File: config.mk
export PLATFORM = sky130hd
export DESIGN_NAME = fsel_thread_pick
export DESIGN_NICKNAME = d
export VERILOG_FILES = /design/src/rtl/fsel_pkg.sv /design/src/rtl/fsel_elig.sv /design/src/rtl/fsel_scan.sv /design/src/rtl/fsel_plist.sv /design/src/rtl/fsel_thread_pick.sv
export SDC_FILE = /design/constraint.sdc
export NUM_CORES = 1
export LEC_CHECK = 0
export ABC_AREA = 1
export BUFFER_PORTS_ARGS = -buffer_cell sky130_fd_sc_hd__buf_2
export CAP_MARGIN = 20
export CORE_ASPECT_RATIO = 1.1
export CORE_UTILIZATION = 54
export DETAILED_ROUTE_END_ITERATION = 10
export MAX_ROUTING_LAYER = met4
export PLACE_DENSITY = 0.87
export REMOVE_ABC_BUFFERS = 1
export SLEW_MARGIN = 20
export SYNTH_ARGS = -nofsm -noshare
export SYNTH_HDL_FRONTEND = slang
export SYNTH_SLANG_ARGS = --single-unit
File: constraint.sdc
create_clock -name clk -period 5.9 [get_ports clk]
set_clock_uncertainty 0.15 [all_clocks]
set_input_delay 1.18 -clock clk [delete_from_list [all_inputs] [get_ports clk]]
set_output_delay 1.18 -clock clk [all_outputs]
set_load 0.01 [all_outputs]
File: src/rtl/fsel_pkg.sv
package fsel_pkg;

    localparam int STATE_W = 3;

    typedef enum logic [STATE_W-1:0] {
        TS_RUN       = 3'd0,
        TS_IDLE      = 3'd1,
        TS_SQUASH    = 3'd2,
        TS_STALL     = 3'd3,
        TS_FILL_DONE = 3'd4,
        TS_WAIT_FILL = 3'd5,
        TS_WAIT_SLOT = 3'd6,
        TS_OFF       = 3'd7
    } thr_state_e;

    typedef enum logic {
        MODE_FIXED  = 1'b0,
        MODE_ROTATE = 1'b1
    } sel_mode_e;

    typedef enum logic [1:0] {
        PICK_NONE  = 2'd0,
        PICK_FIXED = 2'd1,
        PICK_LIST  = 2'd2
    } pick_kind_e;

    function automatic logic state_servable(input logic [STATE_W-1:0] code);
        logic ok;
        unique case (thr_state_e'(code))
            TS_RUN, TS_IDLE, TS_FILL_DONE: ok = 1'b1;
            default:                       ok = 1'b0;
        endcase
        return ok;
    endfunction

endpackage

File: src/rtl/fsel_elig.sv
module fsel_elig
    import fsel_pkg::*;
#(
    parameter int NUM_THREADS = 4
) (
    input  logic [NUM_THREADS*STATE_W-1:0] state_vec,
    input  logic [NUM_THREADS-1:0]         active,
    output logic [NUM_THREADS-1:0]         ready
);

    for (genvar t = 0; t < NUM_THREADS; t++) begin : g_thr
        assign ready[t] = active[t] && state_servable(state_vec[t*STATE_W +: STATE_W]);
    end

endmodule

File: src/rtl/fsel_scan.sv
module fsel_scan #(
    parameter int NUM_THREADS = 4,
    parameter int TID_W       = 2
) (
    input  logic [NUM_THREADS*TID_W-1:0] order_flat,
    input  logic [NUM_THREADS-1:0]       ready,
    output logic                         found,
    output logic [TID_W-1:0]             pos,
    output logic [TID_W-1:0]             tid
);

    localparam int SLOTS = 1 << TID_W;

    logic [SLOTS-1:0] ready_ext;

    always_comb begin
        ready_ext = '0;
        ready_ext[NUM_THREADS-1:0] = ready;
    end

    always_comb begin
        logic [TID_W-1:0] cand;
        found = 1'b0;
        pos   = '0;
        tid   = '0;
        for (int p = 0; p < NUM_THREADS; p++) begin
            cand = order_flat[p*TID_W +: TID_W];
            if (!found && ready_ext[cand]) begin
                found = 1'b1;
                pos   = TID_W'(p);
                tid   = cand;
            end
        end
    end

endmodule

File: src/rtl/fsel_plist.sv
module fsel_plist #(
    parameter int NUM_THREADS = 4,
    parameter int TID_W       = 2
) (
    input  logic                         clk,
    input  logic                         rst_n,
    input  logic                         rotate,
    input  logic [TID_W-1:0]             pos,
    input  logic [TID_W-1:0]             tid,
    output logic [NUM_THREADS*TID_W-1:0] order_flat
);

    logic [TID_W-1:0] order_q [NUM_THREADS];
    logic [TID_W-1:0] order_d [NUM_THREADS];

    always_comb begin
        for (int i = 0; i < NUM_THREADS; i++) begin
            order_d[i] = order_q[i];
        end
        if (rotate) begin
            for (int i = 0; i < NUM_THREADS - 1; i++) begin
                if (i >= int'(pos)) begin
                    order_d[i] = order_q[i+1];
                end
            end
            order_d[NUM_THREADS-1] = tid;
        end
    end

    always_ff @(posedge clk) begin
        if (!rst_n) begin
            for (int i = 0; i < NUM_THREADS; i++) begin
                order_q[i] <= TID_W'(i);
            end
        end else begin
            for (int i = 0; i < NUM_THREADS; i++) begin
                order_q[i] <= order_d[i];
            end
        end
    end

    for (genvar i = 0; i < NUM_THREADS; i++) begin : g_flat
        assign order_flat[i*TID_W +: TID_W] = order_q[i];
    end

endmodule

File: src/rtl/fsel_thread_pick.sv
module fsel_thread_pick
    import fsel_pkg::*;
#(
    parameter int NUM_THREADS = 4,
    localparam int TID_W = (NUM_THREADS > 1) ? $clog2(NUM_THREADS) : 1
) (
    input  logic                           clk,
    input  logic                           rst_n,
    input  logic [NUM_THREADS*STATE_W-1:0] thr_state,
    input  logic [NUM_THREADS-1:0]         thr_active,
    input  logic                           sel_mode,
    input  logic                           sel_strobe,
    output logic                           grant_valid,
    output logic [TID_W-1:0]               grant_tid,
    output logic                           cfg_err
);

    logic [NUM_THREADS-1:0]       ready;
    logic [NUM_THREADS*TID_W-1:0] order_flat;
    logic                         list_found;
    logic [TID_W-1:0]             list_pos;
    logic [TID_W-1:0]             list_tid;
    logic                         list_rotate;
    pick_kind_e                   pick_kind;

    fsel_elig #(.NUM_THREADS(NUM_THREADS)) u_elig (
        .state_vec (thr_state),
        .active    (thr_active),
        .ready     (ready)
    );

    if (NUM_THREADS > 1) begin : g_multi
        fsel_scan #(.NUM_THREADS(NUM_THREADS), .TID_W(TID_W)) u_scan (
            .order_flat (order_flat),
            .ready      (ready),
            .found      (list_found),
            .pos        (list_pos),
            .tid        (list_tid)
        );

        fsel_plist #(.NUM_THREADS(NUM_THREADS), .TID_W(TID_W)) u_plist (
            .clk        (clk),
            .rst_n      (rst_n),
            .rotate     (list_rotate),
            .pos        (list_pos),
            .tid        (list_tid),
            .order_flat (order_flat)
        );
    end else begin : g_single
        assign order_flat = '0;
        assign list_found = ready[0];
        assign list_pos   = '0;
        assign list_tid   = '0;
    end

    always_comb begin
        if (!sel_strobe) begin
            pick_kind = PICK_NONE;
        end else if (sel_mode_e'(sel_mode) == MODE_FIXED) begin
            pick_kind = PICK_FIXED;
        end else if (list_found) begin
            pick_kind = PICK_LIST;
        end else begin
            pick_kind = PICK_NONE;
        end
    end

    always_comb begin
        grant_valid = 1'b0;
        grant_tid   = '0;
        list_rotate = 1'b0;
        unique case (pick_kind)
            PICK_FIXED: begin
                grant_valid = 1'b1;
                grant_tid   = '0;
            end
            PICK_LIST: begin
                grant_valid = 1'b1;
                grant_tid   = list_tid;
                list_rotate = (NUM_THREADS > 1);
            end
            default: begin
                grant_valid = 1'b0;
                grant_tid   = '0;
            end
        endcase
    end

    assign cfg_err = (NUM_THREADS > 1) && (sel_mode_e'(sel_mode) == MODE_FIXED);

endmodule

==> results of run 1 <==
[worst reg2reg max path, delay by kind of cell (launching register included)]
family                   cells  cell delay (ps)
AND/OR/NAND/NOR              8              740
adder cells (fa/ha/maj)      1              330
flip-flops                   1              410
AO/OA/AOI/OAI                1              160
buffers and inverters        4              240
[cell usage in the layout (no fill, tap or decap), types with 2 or more instances in the layout]
cell      netlist  routed
ha_1            2       2
nor2_1          2       2
inv_1          19      19
nand2_2         5       5
clkbuf_4        0       3
nand4_1         5       5
dfxtp_1         8       8
nand3_2        11      11
nand3_1        12      12
nand2_4         3       3
inv_2           4       4
nor2_2          3       3
buf_2           0      23
nand2_1        33      33
a21oi_1         3       3
[kinds of logic after synthesis]
kind of cell | after synthesis
simple gates | 77
buf+inv | 26
compound gates | 8
flops | 8
fa+ha+maj | 2
[routing by layer]
| layer | global-route usage | up-vias | wire [µm] |
|---|---|---|---|
| li1 | - | 436 | - |
| met1 | 0.2928 | 339 | 760 |
| met2 | 0.3700 | 23 | 847 |
| met3 | 0.03665 | 0 | 64 |
| met4 | 0.1172 | 0 | 0 |
| met5 | - | - | 0 |
[Yosys cell counts]
library cell  count
buf_4             1
o21ai_0           1
ha_1              2
nand2_2           5
nand3_1          12
clkinv_2          1
nand3_4           1
o211ai_1          1
a21oi_2           1
a21oi_1           3
nor2_8            1
nor2_1            2
nand4_1           5
nand4_2           1
nand2_4           3
dfxtp_1           8
nand3_2          11
inv_2             4
nand2_1          33
nor2_2            3
inv_4             1
inv_1            19
o21ai_4           1
o21ai_1           1
[report_power, final]
part	leakage [nW]	switching, W	internal, W	total (W)
Clock	0.0138	0.0000150	0.0000230	0.0000380
Combinational	0.464	0.0000618	0.0000383	0.000100
Sequential	0.0655	0.00000752	0.0000599	0.0000675
[area by class of cell]
| cell class | count | area (µm²) |
|---|---|---|
| Clock buffer | 3 | 22.52 |
| Fill cell | 124 | 419.2 |
| Inverter | 25 | 97.59 |
| Multi-Input combinational cell | 87 | 549.3 |
| Sequential cell | 8 | 160.2 |
| Tap cell | 16 | 20.02 |
| Timing Repair Buffer | 23 | 115.1 |
[final timing paths]
check,startpoint,to,cells past startpoint
worst max-delay path,thr_state[9],grant_tid[0],14
worst min-delay path,g_multi.u_plist.order_q[0][7],g_multi.u_plist.order_q[0][5],2
worst max register to register,g_multi.u_plist.order_q[0][0],g_multi.u_plist.order_q[0][4],14
worst min register to register,g_multi.u_plist.order_q[0][7],g_multi.u_plist.order_q[0][5],2
[metrics by stage]
stage | setup slack [ps] | std cells | power [W] | hold slack [ps] | util
CTS | 1731 | 162 | 0.0002089 | 361.9 | 0.6971
floorplan | 2107 | 120 | 0.0001462 | 320.6 | -
global placement | 1824 | 159 | 0.0001655 | 353.4 | 0.6808
finish | 1724 | 162 | 0.0002056 | 357.9 | 0.6971
global route | 1553 | 162 | 0.0002227 | 388.0 | 0.6971
detailed placement | 1738 | 159 | 0.0001684 | 355.6 | 0.6808
==> flow_metrics.env, run 1 <==
export IMPL_place_congestion=0.7979
export IMPL_stdcell_area_um2=964.7
export IMPL_worstPathMaxFanout=8
export IMPL_die_h_um=42.74
export IMPL_root_buffer="clkbuf_4"
export IMPL_drv_slew=0
export IMPL_grt_pass1_wl_mm=2.711
export IMPL_synth_seq_cells=8
export IMPL_yosysTopAreaCell="dfxtp_1"
export IMPL_synth_compound_area_frac=0.07066
export IMPL_fmax_mhz=239.5
export IMPL_critPathBufInv=4
export IMPL_slew_headroom=0.7600
export IMPL_synth_xor_xnor_area_share=0
export IMPL_io_buffers=23
export IMPL_crit_type="input port to output pin"
export IMPL_antenna_found_initial=0
export IMPL_yosysSeqAreaShare=0.1966
export IMPL_fin_crit_sh=0.7078
export IMPL_r2r_setup_slack_ps=3760
export IMPL_cp_cell_sequence="buf_2 > nand2_1 > nand3_1 > nand2_1 > nand3_2 > nand2_2 > nor2_8 > nand2_1 > o211ai_1 > inv_1 > ha_1 > inv_1 > nor2_2 > buf_2"
export IMPL_synth_area_um2=814.5
export IMPL_syn_inst=121
export IMPL_clkLatencyLatePin_ps=240
export IMPL_cts_max_level=1
export IMPL_synth_top_family_by_area="simple AND/OR/NAND/NOR gates"
export IMPL_place_hpwl_mm=1.445
export IMPL_rsz0062_at_grt="false"
export IMPL_vdd_drop_max_mv=0.1357
export IMPL_ios=24
export IMPL_drt_pass1_iter_count=4
export IMPL_worst_path_max_delay_cell="ha_1"
export IMPL_clock_path_buffers=2
export IMPL_cts_resized=0
export IMPL_p_leak_nw=0.5431
export IMPL_synth_simple_area_share=0.5730
export IMPL_drv_cap=0
export IMPL_nNetsFinal=170
export IMPL_ant_nets=0
export IMPL_grt_max_degree=9
export IMPL_top_regs="g_multi.u_plist.order_q: 8 flops"
export IMPL_viasPerCell=4.926
export IMPL_syn_to_final_growth_pct=18.43
export IMPL_final_setup_tns_ps=0
export IMPL_clk_pin_slew_ps=40
export IMPL_grt_ovfl_total=0
export IMPL_fp_dieArea_um2=1668
export IMPL_drt_iter0_markers=14
export IMPL_clock_sinks=8
export IMPL_drc=0
export IMPL_hold_violations=0
export IMPL_powerDensity_nw_per_um2=213.1
export IMPL_synthMuxAreaShare=0
export IMPL_synth_area_leaders="dfxtp_1 20%, nand2_1 15%, nand3_2 14%"
export IMPL_via_count=798
export IMPL_fin_crit_ps=4176
export IMPL_worstMarginPinSlew_ps=360.0
export IMPL_yosys_area_share_adder=0.03072
export IMPL_grt_pass1_vias=718
export IMPL_setup_violations_final=0
export IMPL_crit_arrival_ps=2850
export IMPL_n_antenna_cell=0
export IMPL_drive_gt1_frac=0.4041
export IMPL_hold_buffers=0
export IMPL_num_rows=14
export IMPL_ys_types=24
export IMPL_crit_required_ps=4570
export IMPL_ys_warn_count=0
export IMPL_path_delay_family="simple AND/OR/NAND/NOR gates"
export IMPL_min_path_type="flip-flop to flip-flop"
export IMPL_die_x_um=39.03
export IMPL_start_kind="input port"
export IMPL_postCtsSetupRepairBufs=0
export IMPL_cp_end_kind="output pin"
export IMPL_outcome="completed"
export IMPL_largest_reg_flops=8
export IMPL_cts_tree="built"
export IMPL_wirelength_mm=1.672
export IMPL_syn_avg_cell_area_um2=6.732
export IMPL_grt_usage=0.2383
export IMPL_slowest_delay_ps=370
export IMPL_dpl_cell_area_um2=942.2
export IMPL_core_area_um2=1384
export IMPL_yosysTopAreaCellShare=0.1966
export IMPL_start_util=0.5886
export IMPL_largest_register="g_multi.u_plist.order_q"
export IMPL_cts_made_buffers=3
export IMPL_post_drt_wl_per_cell_um=10.32
export IMPL_crit_top_cell="nand2_1"
No activity file was read; power rests on OpenSTA's default activity.
==> run 2, diff against run 1 <==
--- a/config.mk
+++ b/config.mk
@@ -9,10 +9,10 @@
 export BUFFER_PORTS_ARGS = -buffer_cell sky130_fd_sc_hd__buf_2
 export CAP_MARGIN = 20
 export CORE_ASPECT_RATIO = 1.1
-export CORE_UTILIZATION = 54
+export CORE_UTILIZATION = 45
 export DETAILED_ROUTE_END_ITERATION = 10
 export MAX_ROUTING_LAYER = met4
-export PLACE_DENSITY = 0.87
+export PLACE_DENSITY = 0.78
 export REMOVE_ABC_BUFFERS = 1
 export SLEW_MARGIN = 20
 export SYNTH_ARGS = -nofsm -noshare
==> constraint.sdc (replaced) <==
create_clock -name clk -period 3.5 [get_ports clk]
set_clock_uncertainty 0.15 [all_clocks]
set_input_delay 0.7 -clock clk [delete_from_list [all_inputs] [get_ports clk]]
set_output_delay 0.7 -clock clk [all_outputs]
set_load 0.01 [all_outputs]
==> flow_metrics.env, run 2 (synthesis gave the netlist of run 1 again) <==
export IMPL_largest_register="g_multi.u_plist.order_q"
export IMPL_rsz0062_at_grt="false"
export IMPL_top_regs="g_multi.u_plist.order_q: 8 flops"
export IMPL_io_buffers=23
export IMPL_dp_slack_ps=339.2
export IMPL_ant_nets=0
export IMPL_drt_pass1_iter_count=4
export IMPL_post_drt_wl_per_cell_um=10.47
export IMPL_crit_type="input port to output pin"
export IMPL_die_x_um=42.57
export IMPL_die_h_um=46.62
export IMPL_final_common_cell="nand2_1"
export IMPL_ios=24
export IMPL_crit_required_ps=2650
export IMPL_final_setup_tns_ps=0
export IMPL_slowest_delay_ps=380
export IMPL_seqPwrFrac=0.327
export IMPL_core_area_um2=1633
export IMPL_cts_max_level=1
export IMPL_crit_top_cell="nand2_1"
export IMPL_holdPathStages=2
export IMPL_worstPathMaxFanout=8
export IMPL_powerDensity_nw_per_um2=361.4
export IMPL_postCtsSetupRepairBufs=0
export IMPL_start_kind="input port"
export IMPL_clkLatencyLatePin_ps=240
export IMPL_critPathCapture="grant_tid[0]"
export IMPL_largest_reg_flops=8
export IMPL_clock_path_buffers=2
export IMPL_viasPerCell=5.074
export IMPL_outcome="completed"
export IMPL_p_int_w=0.0002045
export IMPL_worstMarginPinSlew_ps=369.4
export IMPL_crit_arrival_ps=2310
export IMPL_grt_pass1_wl_mm=2.870
export IMPL_fp_dieArea_um2=1984
export IMPL_drive_gt1_frac=0.4041
export IMPL_grt_pass1_vias=754
export IMPL_place_hpwl_mm=1.501
export IMPL_cts_tree="built"
export IMPL_rr_worst_depth=14
export IMPL_p_leak_nw=0.5431
export IMPL_clk_pin_slew_ps=50
export IMPL_clockPowerShare=0.186
export IMPL_worst_path_max_delay_cell="ha_1"
export IMPL_via_count=827
export IMPL_min_path_type="flip-flop to flip-flop"
export IMPL_hold_violations=0
export IMPL_drt_iter0_markers=14
export IMPL_cts_made_buffers=3
export IMPL_wirelength_mm=1.707
export IMPL_root_buffer="clkbuf_4"
export IMPL_regToRegEndpoint="g_multi.u_plist.order_q[0][4]"
export IMPL_r2r_start="g_multi.u_plist.order_q[0][0]"
export IMPL_drv_cap=0
export IMPL_critPathBufInv=4
export IMPL_fmax_mhz=316.7
export IMPL_vdd_drop_max_mv=0.2371
export IMPL_cp_cell_sequence="buf_2 > nand2_1 > nand3_1 > nand2_1 > nand3_2 > nand2_2 > nor2_8 > nand2_1 > o211ai_1 > inv_1 > ha_1 > inv_1 > nor2_2 > buf_2"
export IMPL_fillers=164
export IMPL_r2r_setup_slack_ps=1380
export IMPL_worst_slack_ps=342.6
export IMPL_drv_slew=0
export IMPL_fin_crit_sh=0.9021
export IMPL_whs_ps=361.8
export IMPL_grt_max_degree=9
export IMPL_layout_common_cells="33 x nand2_1, 23 x buf_2, 19 x inv_1"
export IMPL_cp_end_kind="output pin"
export IMPL_grt_ovfl_total=0
export IMPL_slew_headroom=0.7537
export IMPL_num_rows=15
export IMPL_cts_resized=0
export IMPL_p_sw_w=0.0001446
export IMPL_place_congestion=0.8564
export IMPL_startpoint="thr_state[9]"
export IMPL_setup_violations_final=0
export IMPL_grt_usage=0.2015
export IMPL_antenna_found_initial=0
export IMPL_n_antenna_cell=0
export IMPL_hold_buffers=0
export IMPL_path_delay_family="simple AND/OR/NAND/NOR gates"
export IMPL_syn_to_final_growth_pct=18.59
export IMPL_start_util=0.4989
export IMPL_fin_crit_ps=3157
export IMPL_combinationalPowerShare=0.487
export IMPL_clock_sinks=8
export IMPL_nNetsFinal=170
export IMPL_netSwitchingFraction=0.4142
export IMPL_drc=0
export IMPL_worst_path_stages=14
[run 2: through the flow]
stage	area [µm²]	cells	utilization	power, W
after detailed placement	943.4	160	0.5778	0.0002858
after global placement	943.4	160	0.5778	0.0002803
after floorplan	807.0	120	-	0.0002465
final	965.9	163	0.5916	0.0003491
after global routing	965.9	163	0.5916	0.0003773
after CTS	965.9	163	0.5916	0.0003541
[run 2: how the worst min path moves through the flow]
stage                                        from                            end
global route        g_multi.u_plist.order_q[0][3]  g_multi.u_plist.order_q[0][3]
finish              g_multi.u_plist.order_q[0][3]  g_multi.u_plist.order_q[0][3]
CTS                 g_multi.u_plist.order_q[0][3]  g_multi.u_plist.order_q[0][3]
global placement    g_multi.u_plist.order_q[0][3]  g_multi.u_plist.order_q[0][3]
detailed placement  g_multi.u_plist.order_q[0][3]  g_multi.u_plist.order_q[0][3]
floorplan           g_multi.u_plist.order_q[0][7]  g_multi.u_plist.order_q[0][5]
[run 2: final cells by class]
class | instances | area, µm² | share of cell area
tap | 17 | 21.27 | 0.02202
inverter | 25 | 97.59 | 0.1010
multi-input combinational | 87 | 549.3 | 0.5687
timing repair buffer | 23 | 115.1 | 0.1192
clock buffer | 3 | 22.52 | 0.02332
sequential | 8 | 160.2 | 0.1658
[run 2: per-layer routing]
metal | vias to the layer above | wire length, µm | track usage | share of wire
li1 | 439 | - | - | -
met1 | 374 | 769 | 0.2277 | 0.45
met2 | 10 | 889 | 0.3600 | 0.52
met3 | 4 | 20 | 0.01176 | 0.012
met4 | 0 | 27 | 0.1125 | 0.016
met5 | - | 0 | - | 0
[run 2: power groups by stage]
stage	sequential [W]	combinational (W)	clock, W
floorplan	0.000112	0.000135	0
global placement	0.000115	0.000165	0
detailed placement	0.000116	0.000170	0
CTS	0.000114	0.000171	0.0000693
global route	0.000115	0.000189	0.0000729
finish	0.000114	0.000170	0.0000651
[run 2: tightest hold or removal path, cell delays in order (launching register included)]
cell     delay (ps)
dfxtp_1         330
nand2_1          90
a21oi_2          50
